==> src/rtl/i2c_reg_pkg.sv <==
package i2c_reg_pkg;
  localparam int unsigned BYTE_W = 8;
  localparam int unsigned BIT_CNT_W = $clog2(BYTE_W + 1);

  typedef enum logic [1:0] {BOP_START, BOP_STOP, BOP_TX, BOP_RX} bus_op_e;

  typedef enum logic [2:0] {
    STP_START, STP_ADDR_W, STP_REG, STP_DATA,
    STP_RSTART, STP_ADDR_R, STP_RDATA, STP_STOP
  } txn_step_e;

  typedef enum logic [1:0] {C_IDLE, C_ISSUE, C_WAIT} seq_ctrl_e;
endpackage

==> src/rtl/i2c_in_sync.sv <==
module i2c_in_sync #(
  parameter int unsigned WIDTH  = 2,
  parameter int unsigned STAGES = 2
) (
  input  logic             clk_i,
  input  logic             rst_ni,
  input  logic [WIDTH-1:0] d_i,
  output logic [WIDTH-1:0] q_o
);
  for (genvar g = 0; g < WIDTH; g++) begin : g_bit
    logic [STAGES-1:0] pipe_q;
    if (STAGES == 1) begin : g_one
      always_ff @(posedge clk_i or negedge rst_ni)
        if (!rst_ni) pipe_q <= '1;
        else         pipe_q <= d_i[g];
    end else begin : g_many
      always_ff @(posedge clk_i or negedge rst_ni)
        if (!rst_ni) pipe_q <= '1;
        else         pipe_q <= {pipe_q[STAGES-2:0], d_i[g]};
    end
    assign q_o[g] = pipe_q[STAGES-1];
  end
endmodule

==> src/rtl/i2c_bit_engine.sv <==
module i2c_bit_engine
  import i2c_reg_pkg::*;
#(
  parameter int unsigned QTR = 5
) (
  input  logic    clk_i,
  input  logic    rst_ni,
  input  logic    op_valid_i,
  input  bus_op_e op_i,
  input  logic    tx_bit_i,
  input  logic    scl_s_i,
  input  logic    sda_s_i,
  output logic    op_done_o,
  output logic    rx_bit_o,
  output logic    arb_lost_o,
  output logic    scl_oe_o,
  output logic    sda_oe_o
);
  localparam int unsigned CW = $clog2(QTR) + 1;

  logic          act_q;
  logic [1:0]    ph_q;
  logic [CW-1:0] cnt_q;
  bus_op_e       op_q;
  logic          bit_q;
  logic          is_bit, wait_high, run, qtr_end;

  always_comb begin
    is_bit    = (op_q == BOP_TX) || (op_q == BOP_RX);
    // high phases start only once the line is seen high (stretching)
    wait_high = (ph_q == 2'd1 && !is_bit) || (ph_q == 2'd2 && is_bit);
    run       = act_q && !(wait_high && !scl_s_i);
    qtr_end   = run && (cnt_q == CW'(QTR - 1));
  end

  always_ff @(posedge clk_i or negedge rst_ni) begin
    if (!rst_ni) begin
      act_q      <= 1'b0;
      ph_q       <= '0;
      cnt_q      <= '0;
      op_q       <= BOP_STOP;
      bit_q      <= 1'b0;
      op_done_o  <= 1'b0;
      rx_bit_o   <= 1'b0;
      arb_lost_o <= 1'b0;
      scl_oe_o   <= 1'b0;
      sda_oe_o   <= 1'b0;
    end else begin
      op_done_o  <= 1'b0;
      arb_lost_o <= 1'b0;
      if (!act_q) begin
        if (op_valid_i) begin
          act_q <= 1'b1;
          ph_q  <= '0;
          cnt_q <= '0;
          op_q  <= op_i;
          bit_q <= tx_bit_i;
          case (op_i)
            BOP_START: sda_oe_o <= 1'b0;
            BOP_STOP:  sda_oe_o <= 1'b1;
            BOP_TX:    sda_oe_o <= ~tx_bit_i;
            default:   sda_oe_o <= 1'b0;
          endcase
        end
      end else if (run) begin
        if (!qtr_end) begin
          cnt_q <= cnt_q + 1'b1;
        end else begin
          cnt_q <= '0;
          ph_q  <= ph_q + 1'b1;
          case (ph_q)
            2'd0: if (!is_bit) scl_oe_o <= 1'b0;
            2'd1: begin
              if (is_bit)                 scl_oe_o <= 1'b0;
              else if (op_q == BOP_START) sda_oe_o <= 1'b1;
              else                        sda_oe_o <= 1'b0;
            end
            2'd2: begin
              rx_bit_o <= sda_s_i;
              if (op_q == BOP_TX && bit_q && !sda_s_i) begin
                scl_oe_o   <= 1'b0;
                sda_oe_o   <= 1'b0;
                act_q      <= 1'b0;
                op_done_o  <= 1'b1;
                arb_lost_o <= 1'b1;
              end else if (op_q == BOP_START) begin
                scl_oe_o <= 1'b1;
              end else if (op_q == BOP_STOP) begin
                act_q     <= 1'b0;
                op_done_o <= 1'b1;
              end
            end
            default: begin
              if (is_bit) scl_oe_o <= 1'b1;
              act_q     <= 1'b0;
              op_done_o <= 1'b1;
            end
          endcase
        end
      end
    end
  end
endmodule

==> src/rtl/i2c_txn_seq.sv <==
module i2c_txn_seq
  import i2c_reg_pkg::*;
(
  input  logic              clk_i,
  input  logic              rst_ni,
  input  logic              cmd_valid_i,
  input  logic              cmd_read_i,
  input  logic [6:0]        cmd_addr_i,
  input  logic [BYTE_W-1:0] cmd_reg_i,
  input  logic [BYTE_W-1:0] cmd_wdata_i,
  input  logic              op_done_i,
  input  logic              rx_bit_i,
  input  logic              arb_lost_i,
  output logic              op_valid_o,
  output bus_op_e           op_o,
  output logic              tx_bit_o,
  output logic              busy_o,
  output logic              done_o,
  output logic [BYTE_W-1:0] rdata_o,
  output logic              err_nack_o,
  output logic              err_arb_o
);
  localparam logic [BIT_CNT_W-1:0] ACK_IDX = BIT_CNT_W'(BYTE_W);

  seq_ctrl_e            ctrl_q;
  txn_step_e            step_q;
  logic [BIT_CNT_W-1:0] bit_q;
  logic                 rd_q;
  logic [6:0]           addr_q;
  logic [BYTE_W-1:0]    reg_q, wdata_q, cur_byte;
  txn_step_e            next_byte_step;

  always_comb begin
    case (step_q)
      STP_ADDR_W: cur_byte = {addr_q, 1'b0};
      STP_ADDR_R: cur_byte = {addr_q, 1'b1};
      STP_REG:    cur_byte = reg_q;
      default:    cur_byte = wdata_q;
    endcase
    case (step_q)
      STP_ADDR_W: next_byte_step = STP_REG;
      STP_REG:    next_byte_step = rd_q ? STP_RSTART : STP_DATA;
      STP_ADDR_R: next_byte_step = STP_RDATA;
      default:    next_byte_step = STP_STOP;
    endcase
  end

  always_comb begin
    tx_bit_o = 1'b1;
    case (step_q)
      STP_START, STP_RSTART: op_o = BOP_START;
      STP_STOP:              op_o = BOP_STOP;
      STP_RDATA:             op_o = (bit_q == ACK_IDX) ? BOP_TX : BOP_RX;
      default: begin
        if (bit_q == ACK_IDX) op_o = BOP_RX;
        else begin
          op_o     = BOP_TX;
          tx_bit_o = cur_byte[3'd7 - bit_q[2:0]];
        end
      end
    endcase
  end

  assign op_valid_o = (ctrl_q == C_ISSUE);
  assign busy_o     = (ctrl_q != C_IDLE);

  always_ff @(posedge clk_i or negedge rst_ni) begin
    if (!rst_ni) begin
      ctrl_q     <= C_IDLE;
      step_q     <= STP_START;
      bit_q      <= '0;
      rd_q       <= 1'b0;
      addr_q     <= '0;
      reg_q      <= '0;
      wdata_q    <= '0;
      done_o     <= 1'b0;
      rdata_o    <= '0;
      err_nack_o <= 1'b0;
      err_arb_o  <= 1'b0;
    end else begin
      done_o <= 1'b0;
      case (ctrl_q)
        C_IDLE: if (cmd_valid_i) begin
          rd_q       <= cmd_read_i;
          addr_q     <= cmd_addr_i;
          reg_q      <= cmd_reg_i;
          wdata_q    <= cmd_wdata_i;
          err_nack_o <= 1'b0;
          err_arb_o  <= 1'b0;
          step_q     <= STP_START;
          bit_q      <= '0;
          ctrl_q     <= C_ISSUE;
        end
        C_ISSUE: ctrl_q <= C_WAIT;
        default: if (op_done_i) begin
          if (arb_lost_i) begin
            err_arb_o <= 1'b1;
            ctrl_q    <= C_IDLE;
            done_o    <= 1'b1;
          end else begin
            ctrl_q <= C_ISSUE;
            case (step_q)
              STP_START:  begin step_q <= STP_ADDR_W; bit_q <= '0; end
              STP_RSTART: begin step_q <= STP_ADDR_R; bit_q <= '0; end
              STP_STOP: begin
                ctrl_q <= C_IDLE;
                done_o <= 1'b1;
              end
              STP_RDATA: begin
                if (bit_q != ACK_IDX) begin
                  rdata_o <= {rdata_o[BYTE_W-2:0], rx_bit_i};
                  bit_q   <= bit_q + 1'b1;
                end else begin
                  step_q <= STP_STOP;
                end
              end
              default: begin
                if (bit_q != ACK_IDX) begin
                  bit_q <= bit_q + 1'b1;
                end else if (rx_bit_i) begin
                  err_nack_o <= 1'b1;
                  step_q     <= STP_STOP;
                end else begin
                  step_q <= next_byte_step;
                  bit_q  <= '0;
                end
              end
            endcase
          end
        end
      endcase
    end
  end
endmodule

==> src/rtl/i2c_reg_master.sv <==
module i2c_reg_master
  import i2c_reg_pkg::*;
#(
  parameter int unsigned SCL_DIV     = 20,
  parameter int unsigned SYNC_STAGES = 2
) (
  input  logic       clk_i,
  input  logic       rst_ni,
  input  logic       cmd_valid_i,
  input  logic       cmd_read_i,
  input  logic [6:0] cmd_addr_i,
  input  logic [7:0] cmd_reg_i,
  input  logic [7:0] cmd_wdata_i,
  output logic       busy_o,
  output logic       done_o,
  output logic [7:0] rdata_o,
  output logic       err_nack_o,
  output logic       err_arb_o,
  input  logic       scl_i,
  input  logic       sda_i,
  output logic       scl_oe_o,
  output logic       sda_oe_o
);
  localparam int unsigned QTR = (SCL_DIV / 4 < 3) ? 3 : SCL_DIV / 4;

  logic [1:0] bus_s;
  logic       op_valid, tx_bit, op_done, rx_bit, arb_lost;
  bus_op_e    op;

  i2c_in_sync #(.WIDTH(2), .STAGES(SYNC_STAGES)) u_sync (
    .clk_i  (clk_i),
    .rst_ni (rst_ni),
    .d_i    ({scl_i, sda_i}),
    .q_o    (bus_s)
  );

  i2c_bit_engine #(.QTR(QTR)) u_bit (
    .clk_i      (clk_i),
    .rst_ni     (rst_ni),
    .op_valid_i (op_valid),
    .op_i       (op),
    .tx_bit_i   (tx_bit),
    .scl_s_i    (bus_s[1]),
    .sda_s_i    (bus_s[0]),
    .op_done_o  (op_done),
    .rx_bit_o   (rx_bit),
    .arb_lost_o (arb_lost),
    .scl_oe_o   (scl_oe_o),
    .sda_oe_o   (sda_oe_o)
  );

  i2c_txn_seq u_seq (
    .clk_i       (clk_i),
    .rst_ni      (rst_ni),
    .cmd_valid_i (cmd_valid_i),
    .cmd_read_i  (cmd_read_i),
    .cmd_addr_i  (cmd_addr_i),
    .cmd_reg_i   (cmd_reg_i),
    .cmd_wdata_i (cmd_wdata_i),
    .op_done_i   (op_done),
    .rx_bit_i    (rx_bit),
    .arb_lost_i  (arb_lost),
    .op_valid_o  (op_valid),
    .op_o        (op),
    .tx_bit_o    (tx_bit),
    .busy_o      (busy_o),
    .done_o      (done_o),
    .rdata_o     (rdata_o),
    .err_nack_o  (err_nack_o),
    .err_arb_o   (err_arb_o)
  );
endmodule

==> config.mk <==
export PLATFORM = sky130hd
export DESIGN_NAME = i2c_reg_master
export DESIGN_NICKNAME = d
export VERILOG_FILES = /design/src/rtl/i2c_reg_pkg.sv /design/src/rtl/i2c_in_sync.sv /design/src/rtl/i2c_bit_engine.sv /design/src/rtl/i2c_txn_seq.sv /design/src/rtl/i2c_reg_master.sv
export SDC_FILE = /design/constraint.sdc
export NUM_CORES = 1
export LEC_CHECK = 0
export BUFFER_PORTS_ARGS = -buffer_cell sky130_fd_sc_hd__clkbuf_2
export CORE_MARGIN = 2
export CORE_UTILIZATION = 62
export CTS_CLUSTER_SIZE = 30
export DETAILED_ROUTE_END_ITERATION = 6
export GPL_TIMING_DRIVEN = 0
export PLACE_DENSITY = 0.85
export SLEW_MARGIN = 30
export SYNTH_ARGS = -nofsm -noshare
export SYNTH_HDL_FRONTEND = slang
export SYNTH_SLANG_ARGS = --single-unit
==> constraint.sdc <==
create_clock -name clk_i -period 3.7 [get_ports clk_i]
set_clock_uncertainty 0.05 [all_clocks]
set_input_delay 0 -clock clk_i [delete_from_list [all_inputs] [get_ports clk_i]]
set_output_delay 0 -clock clk_i [all_outputs]
set_load 0.005 [all_outputs]
==> metrics.txt, run 1 <==
# TYPE chip_impl_metric gauge
chip_impl_metric{name="setup.reg_to_reg.worst_slack",unit="ns"} 1.16
chip_impl_metric{name="insertion_delay",unit="ns"} 0.34
chip_impl_metric{name="ys_async_sr_fraction",unit="%"} 100.0
chip_impl_metric{name="synth_fp_nets",unit=""} 393
chip_impl_metric{name="synth_compound_gate_area_share",unit="%"} 14.17
chip_impl_info{name="worst_setup_path_start_kind",value="flip-flop"} 1
chip_impl_metric{name="drc_errors",unit=""} 0
chip_impl_metric{name="synth.yosys.seq_area_share",unit="%"} 48.32
chip_impl_info{name="run_status",value="completed"} 1
chip_impl_info{name="primary_ff_master_synth",value="dfrtp_1"} 1
chip_impl_info{name="critical_path_class",value="flip-flop to flip-flop"} 1
chip_impl_info{name="most_used_layer_global_route",value="met2"} 1
chip_impl_info{name="clockRootBuffer",value="clkbuf_8"} 1
chip_impl_metric{name="via_count",unit=""} 2954
chip_impl_metric{name="initial_utilization",unit="%"} 64.14
chip_impl_metric{name="fp-row-count",unit=""} 26
chip_impl_info{name="crit_slowest_cell",value="dfrtp_1"} 1
chip_impl_metric{name="final_critical_path_setup_slack",unit="ns"} 1.157
chip_impl_info{name="most_frequent_standard_cell_in_the_layout_excluding_fill_and_tap_cells",value="nand2_1"} 1
chip_impl_info{name="hold_path.startpoint",value="cmd_valid_i"} 1
chip_impl_metric{name="grt_overflow",unit=""} 0
chip_impl_metric{name="met3_usage",unit="%"} 6.000
chip_impl_metric{name="synthesis.area_per_instance",unit="um^2"} 9.253
chip_impl_metric{name="critical-path-max-stage-delay",unit="ns"} 0.35
chip_impl_metric{name="clk_path_buf_depth",unit=""} 2
chip_impl_metric{name="final_hold_slack",unit="ns"} 0.06921
chip_impl_info{name="hold_critical_path_endpoint",value="u_seq.step_q[1]"} 1
chip_impl_metric{name="post_synth_and_or_nand_nor_area_fraction",unit="%"} 23.26
chip_impl_metric{name="routability_congestion_estimate_from_global_placement",unit=""} 0.9507
chip_impl_info{name="worstHoldPathType",value="primary input to flip-flop"} 1
chip_impl_metric{name="ys_seq_elements",unit=""} 63
chip_impl_metric{name="ir_drop",unit="mV"} 0.4121
chip_impl_metric{name="boundaryPins",unit=""} 43
chip_impl_metric{name="postCtsResizedCells",unit=""} 0
chip_impl_metric{name="period_needed",unit="ns"} 2.543
chip_impl_metric{name="synthCells",unit=""} 354
chip_impl_metric{name="number_of_antenna_violations_at_the_first_check_in_global_routing",unit=""} 0
chip_impl_metric{name="worst-endpoint-required",unit="ns"} 3.90
chip_impl_metric{name="fill_cells",unit=""} 349
chip_impl_metric{name="die_h",unit="um"} 76.69
chip_impl_metric{name="detail_route.wirelength",unit="um"} 8108
chip_impl_info{name="setup_repair_after_global_routing_missed_its_margin",value="no"} 1
chip_impl_metric{name="die_w",unit="um"} 76.69
chip_impl_metric{name="die-area",unit="mm^2"} 0.005881
chip_impl_metric{name="finalMaxSlewViolations",unit=""} 0
chip_impl_metric{name="post_layout_power",unit="W"} 0.002920
chip_impl_metric{name="crit_path_max_fanout",unit=""} 10
chip_impl_metric{name="vias_per_cell",unit=""} 5.792
chip_impl_metric{name="pwr_density_cell",unit="mW/mm^2"} 718.7
chip_impl_metric{name="grt_max_degree",unit=""} 34
chip_impl_metric{name="worst_slew_pin_slew",unit="ns"} 0.6195
chip_impl_metric{name="fin_setup_tns",unit="ns"} 0
chip_impl_metric{name="min_period_over_period",unit="%"} 68.73
chip_impl_metric{name="ant_nets",unit=""} 0
chip_impl_metric{name="worst-endpoint-arrival",unit="ns"} 2.75
chip_impl_metric{name="cts_buffers",unit=""} 9
chip_impl_metric{name="grt_pass1_vias",unit=""} 2969
chip_impl_metric{name="violation_count_after_the_first_detailed_route_iteration",unit=""} 265
chip_impl_metric{name="synth.cell_area",unit="mm^2"} 0.003276
chip_impl_metric{name="grt_first_pass_wirelength",unit="um"} 14000
chip_impl_metric{name="count_of_flip_flops_with_a_built_in_enable_after_synthesis",unit=""} 0
chip_impl_metric{name="clock-sinks",unit=""} 63
chip_impl_metric{name="synth.distinct_cells",unit=""} 57
chip_impl_metric{name="num_antenna_cells",unit=""} 0
chip_impl_metric{name="drive_gt1_share",unit="%"} 21.36
chip_impl_info{name="layout_common_cells",value="nand2_1 (93), dfrtp_1 (58), clkbuf_2 (41)"} 1
chip_impl_metric{name="post-place-ws",unit="ns"} 1.210
chip_impl_metric{name="critical_path_buf_inv_count",unit=""} 3
chip_impl_metric{name="static-leakage-power",unit="nW"} 1.959
chip_impl_info{name="capturing_element_type_of_the_critical_path",value="flip-flop"} 1
chip_impl_metric{name="placeableCoreArea",unit="mm^2"} 0.005107
chip_impl_info{name="path_common_cell",value="ha_1"} 1
chip_impl_metric{name="global_route.usage.met1",unit="%"} 41.29
chip_impl_info{name="critPathTopFamily",value="simple AND/OR/NAND/NOR gates"} 1
chip_impl_metric{name="grt_util_all_layers",unit="%"} 30.14
chip_impl_metric{name="dr.pass1.iters",unit=""} 5
chip_impl_metric{name="finalHoldViolations",unit=""} 0
chip_impl_metric{name="synthXorXnorAreaFrac",unit="%"} 0.2674
chip_impl_metric{name="max_freq",unit="MHz"} 393.2
chip_impl_metric{name="synth_fa_ha_area_share",unit="%"} 3.820
chip_impl_metric{name="dp_hpwl",unit="um"} 5335
chip_impl_metric{name="relSlewSlack",unit="%"} 58.39
chip_impl_metric{name="yosysWarningCount",unit=""} 0
chip_impl_info{name="synth_top_family_by_area",value="simple AND/OR/NAND/NOR gates"} 1
chip_impl_metric{name="hold_depth",unit=""} 3
chip_impl_metric{name="htreeDepth",unit=""} 3
chip_impl_metric{name="synth.mux.area_fraction",unit="%"} 5.157
chip_impl_metric{name="area_growth",unit="%"} 24.03
chip_impl_metric{name="port_buffers",unit=""} 42
chip_impl_info{name="r2r-end",value="u_bit.sda_oe_o"} 1
chip_impl_metric{name="maxCapViolations",unit=""} 0
chip_impl_metric{name="routed_wire_length_per_instance",unit="um"} 15.90
chip_impl_metric{name="clkSlewWorstSetupHoldPaths",unit="ns"} 0.07
chip_impl_info{name="cts_tree",value="built"} 1
chip_impl_info{name="cp_cell_sequence",value="buf_2, inv_1, ha_1, and3b_1, buf_6, a22oi_1, ha_1, nor3_1, nand2_1, o211ai_1"} 1
chip_impl_metric{name="use_met2",unit="%"} 48.60
chip_impl_metric{name="report.final.setup_viol",unit=""} 0
chip_impl_metric{name="worst-r2r-cell-count",unit=""} 10
chip_impl_info{name="worst_r2r_startpoint",value="u_seq.bit_q[0]"} 1
chip_impl_metric{name="finalNetCount",unit=""} 474
-- per-stage QoR --
stage	cells	util, %	instance area (um^2)
floorplan	354	-	3276
global route	510	79.54	4063
finish	510	79.54	4063
global placement	466	69.97	3573
CTS	510	79.54	4063
detailed placement	467	70.41	3596
-- power by group --
| group | internal, W | total (W) | leakage, nW | switching (W) |
|---|---|---|---|---|
| clock network | 0.000312 | 0.000594 | 0.0956 | 0.000283 |
| logic | 0.000501 | 0.00120 | 1.06 | 0.000697 |
| registers | 0.000912 | 0.00113 | 0.806 | 0.000215 |
-- layout make-up --
class	count	area (um^2)	area share [%]
multi-input combinational	260	1529	37.63
buffer	16	107.6	2.649
clock inverter	7	72.57	1.786
timing repair buffer	70	503.0	12.38
sequential	63	1583	38.96
clock buffer	9	123.9	3.049
inverter	15	56.30	1.386
tap	70	87.58	2.156
-- cell usage after synthesis (all sizes together), types with 3 or more instances --
master  number  area share [%]
mux2i        3            0.92
buf         13             2.9
dfrtp       58              44
nor2b        6             1.1
nand2       93              11
dfstp        5             4.0
o21ai       21             3.3
a31oi        5            0.95
mux2        12             4.2
nand2b       6             1.1
ha          10             3.8
inv         15             1.7
a21oi       12             1.8
nand3       12             1.8
nor3         7             1.6
o211ai       3            0.69
nor2        26             3.1
clkbuf       3            0.34
a221oi       6             1.6
-- how the worst max path moves through the flow --
stage	from	endpoint	depth (start not counted)
finish	u_seq.bit_q[0]	u_bit.sda_oe_o	10
global route	u_seq.bit_q[0]	u_bit.sda_oe_o	10
CTS	u_seq.bit_q[0]	u_bit.sda_oe_o	10
detailed placement	u_seq.bit_q[0]	u_bit.sda_oe_o	10
global placement	u_seq.bit_q[0]	u_seq.rdata_o[2]	7
floorplan	u_seq.bit_q[0]	u_bit.sda_oe_o	10
-- registers in the layout, summed over array words and instances (netlist names), 2 cells and up --
signal,flops
u_bit.ph_q,2
u_seq.step_q,3
u_sync.g_bit.pipe_q,4
u_seq.bit_q,4
u_seq.reg_q,8
u_seq.addr_q,7
u_seq.rdata_o,8
u_bit.cnt_q,4
u_seq.wdata_q,8
u_seq.ctrl_q,2
u_bit.op_q,2
-- per-layer routing --
metal	wire length, um	vias to the layer above
met2	3978	126
met1	3511	1415
li1	-	1396
met3	484	17
met4	133	0
met5	0	-
-- what timing repair did --
action                                 4_1_cts  5_1_grt
buffers inserted                             0        0
endpoints found under the hold margin       84        0
hold buffers                                27        0
-- kinds of logic after synthesis --
group | after synthesis
AO/OA/AOI/OAI | 69
XOR/XNOR | 1
adder cells (fa/ha/maj) | 10
buffers and inverters | 31
flip-flops | 63
multiplexers | 15
AND/OR/NAND/NOR | 165
-- worst min-delay path, stage by stage --
cell      delay [ns]
clkbuf_2        0.10
o22ai_1         0.09
a32o_1          0.22
Note: power is estimated with default switching activity, not from simulation.
==> inputs of run 2 (changes only) <==
CORE_UTILIZATION = 57   (was 62)
PLACE_DENSITY = 0.79   (was 0.85)
clock period = 2.4 ns   (was 3.7 ns; I/O delays follow)
==> metrics.txt, run 2 (same netlist as run 1, synthesis figures left out) <==
# TYPE chip_impl_metric gauge
chip_impl_info{name="run_status",value="completed"} 1
chip_impl_metric{name="finalMaxSlewViolations",unit=""} 0
chip_impl_metric{name="routability_congestion_estimate_from_global_placement",unit=""} 0.9304
chip_impl_metric{name="vias_per_cell",unit=""} 5.607
chip_impl_metric{name="insertion_delay",unit="ns"} 0.34
chip_impl_metric{name="die_w",unit="um"} 79.81
chip_impl_metric{name="period_needed",unit="ns"} 2.205
chip_impl_metric{name="detail_route.wirelength",unit="um"} 7810
chip_impl_metric{name="ant_nets",unit=""} 0
chip_impl_metric{name="number_of_antenna_violations_at_the_first_check_in_global_routing",unit=""} 0
chip_impl_metric{name="die-area",unit="mm^2"} 0.006369
chip_impl_info{name="most_frequent_standard_cell_in_the_layout_excluding_fill_and_tap_cells",value="nand2_1"} 1
chip_impl_metric{name="cts_buffers",unit=""} 9
chip_impl_metric{name="fin_setup_tns",unit="ns"} 0
chip_impl_info{name="capturing_element_type_of_the_critical_path",value="flip-flop"} 1
chip_impl_metric{name="clkSlewWorstSetupHoldPaths",unit="ns"} 0.08
chip_impl_metric{name="final_core_utilization",unit="%"} 73.28
chip_impl_metric{name="detailed_place.area",unit="mm^2"} 0.003598
chip_impl_metric{name="clock-sinks",unit=""} 63
chip_impl_metric{name="worst-endpoint-arrival",unit="ns"} 2.42
chip_impl_info{name="worstHoldPathType",value="primary input to flip-flop"} 1
chip_impl_metric{name="post-place-ws",unit="ns"} 0.0005256
chip_impl_metric{name="num_antenna_cells",unit=""} 0
chip_impl_info{name="critical_path_class",value="flip-flop to flip-flop"} 1
chip_impl_metric{name="fill_cells",unit=""} 437
chip_impl_metric{name="finalNetCount",unit=""} 474
chip_impl_metric{name="fp-row-count",unit=""} 27
chip_impl_info{name="worst_setup_path_start_kind",value="flip-flop"} 1
chip_impl_metric{name="ir_drop",unit="mV"} 0.5944
chip_impl_metric{name="final_critical_path_setup_slack",unit="ns"} 0.1947
chip_impl_metric{name="maxCapViolations",unit=""} 0
chip_impl_metric{name="dr.pass1.iters",unit=""} 6
chip_impl_metric{name="grt_overflow",unit=""} 0
chip_impl_metric{name="max_freq",unit="MHz"} 453.5
chip_impl_metric{name="htreeDepth",unit=""} 3
chip_impl_metric{name="pwr_density_cell",unit="mW/mm^2"} 1090
chip_impl_metric{name="port_buffers",unit=""} 42
chip_impl_metric{name="report.final.setup_viol",unit=""} 0
chip_impl_info{name="clockRootBuffer",value="clkbuf_8"} 1
chip_impl_metric{name="boundaryPins",unit=""} 43
chip_impl_info{name="layout_common_cells",value="nand2_1 (93), dfrtp_1 (58), clkbuf_2 (41)"} 1
chip_impl_metric{name="finalHoldViolations",unit=""} 0
chip_impl_metric{name="layoutNonFillerInstCount",unit=""} 512
chip_impl_metric{name="via_count",unit=""} 2871
chip_impl_metric{name="clk_path_buf_depth",unit=""} 2
chip_impl_metric{name="crit_path_max_fanout",unit=""} 10
chip_impl_metric{name="area_growth",unit="%"} 23.95
chip_impl_metric{name="grt_max_degree",unit=""} 34
chip_impl_metric{name="dp_hpwl",unit="um"} 5236
chip_impl_info{name="layout_top_registers",value="u_seq.rdata_o: 8 flops, u_seq.reg_q: 8 flops, u_seq.wdata_q: 8 flops"} 1
chip_impl_metric{name="drc_errors",unit=""} 0
chip_impl_info{name="setup_repair_after_global_routing_missed_its_margin",value="no"} 1
chip_impl_metric{name="grt_util_all_layers",unit="%"} 27.18
chip_impl_metric{name="cts.repair_timing.setup_buffer_count",unit=""} 0
chip_impl_metric{name="placeableCoreArea",unit="mm^2"} 0.005540
chip_impl_metric{name="routed_wire_length_per_instance",unit="um"} 15.25
chip_impl_metric{name="multi_input_comb_area",unit="mm^2"} 0.001539
chip_impl_metric{name="static-leakage-power",unit="nW"} 1.950
chip_impl_metric{name="sequential_cell_area",unit="mm^2"} 0.001583
chip_impl_info{name="cts_tree",value="built"} 1
chip_impl_metric{name="worst-endpoint-required",unit="ns"} 2.61
chip_impl_metric{name="grt_pass1_vias",unit=""} 2818
chip_impl_metric{name="hold_depth",unit=""} 3
chip_impl_metric{name="relSlewSlack",unit="%"} 61.10
chip_impl_metric{name="grt_first_pass_wirelength",unit="um"} 13250
chip_impl_metric{name="drive_gt1_share",unit="%"} 22.05
chip_impl_metric{name="worst_slew_pin_slew",unit="ns"} 0.5791
chip_impl_metric{name="initial_utilization",unit="%"} 59.12
chip_impl_metric{name="finalInstanceArea",unit="mm^2"} 0.004060
chip_impl_metric{name="die_h",unit="um"} 79.81
chip_impl_metric{name="min_period_over_period",unit="%"} 91.89
chip_impl_metric{name="worst-r2r-cell-count",unit=""} 10
chip_impl_metric{name="violation_count_after_the_first_detailed_route_iteration",unit=""} 206
chip_impl_metric{name="placed_cells",unit=""} 469
-- run 2: changes by cell type in the layout (fill, tap and decap cells not counted) --
cell,previous run,this run
inv_2,0,1
nor3_1,5,4
clkinv_2,2,1
a22oi_1,1,0
buf_2,5,4
clkbuf_4,1,2
bufinv_16,1,0
inv_1,15,14
inv_6,1,3
nor3_2,1,2
a22oi_2,0,1
-- run 2: timing repair --
item	CTS	global route
endpoints found under the hold margin	85	0
gates resized for setup	1	3
pin swaps	0	1
setup endpoints to repair	1	9
hold buffers	27	0
-- run 2: layout make-up --
class	instances	share of cell area [%]
Clock inverter	7	1.356
Clock buffer	9	3.051
Sequential cell	63	38.98
Multi-Input combinational cell	260	37.90
Timing Repair Buffer	70	12.39
Buffer	16	2.712
Tap cell	72	2.219
Inverter	15	1.387
-- run 2: through the flow --
| step | total power (W) | hold WS [ns] |
|---|---|---|
| after floorplan | 0.002995 | -0.3456 |
| after detailed placement | 0.003492 | -0.04664 |
| after CTS | 0.004388 | 0.04297 |
| after global placement | 0.003418 | 0.04629 |
| after global routing | 0.004756 | 0.06250 |
| final | 0.004426 | 0.04522 |
-- run 2: path summary, 6_finish.rpt --
kind | startpoint | to | slack, ns
min reg2reg | u_sync.g_bit[0].pipe_q[0] | u_sync.g_bit[0].pipe_q[1] | 0.31
min in group asynchronous | rst_ni | u_bit.ph_q[0] | 0.11
max in group asynchronous | rst_ni | u_sync.g_bit[0].pipe_q[0] | 1.60
max | u_seq.bit_q[0] | u_bit.sda_oe_o | 0.19
max reg2reg | u_seq.bit_q[0] | u_bit.sda_oe_o | 0.19
min | cmd_valid_i | u_seq.step_q[1] | 0.05
-- run 2: metal layers --
layer	GRT usage (%)	vias to the layer above	share of wire (%)
li1	-	1388	-
met1	36.34	1351	43
met2	42.86	112	48
met3	6.335	20	6.0
met4	11.02	0	2.5
met5	0	-	0
-- run 2: where the power goes --
group / switching, W / total, W / internal, W / leakage, nW
registers: 0.000336 / 0.00174 / 0.00141 / 0.806
logic: 0.00106 / 0.00184 / 0.000782 / 1.06
clock network: 0.000462 / 0.000846 / 0.000384 / 0.0866
total: 0.00185 / 0.00443 / 0.00257 / 1.95
-- run 2: critical path: stages, from the launching register on --
cell and delay, ns:
dfrtp_1 0.36, clkbuf_4 0.21, inv_2 0.07, ha_1 0.21, and3b_1 0.19, buf_6 0.13
a22oi_2 0.23, ha_1 0.27, nor3_2 0.18, nand2_1 0.07, o211ai_1 0.15
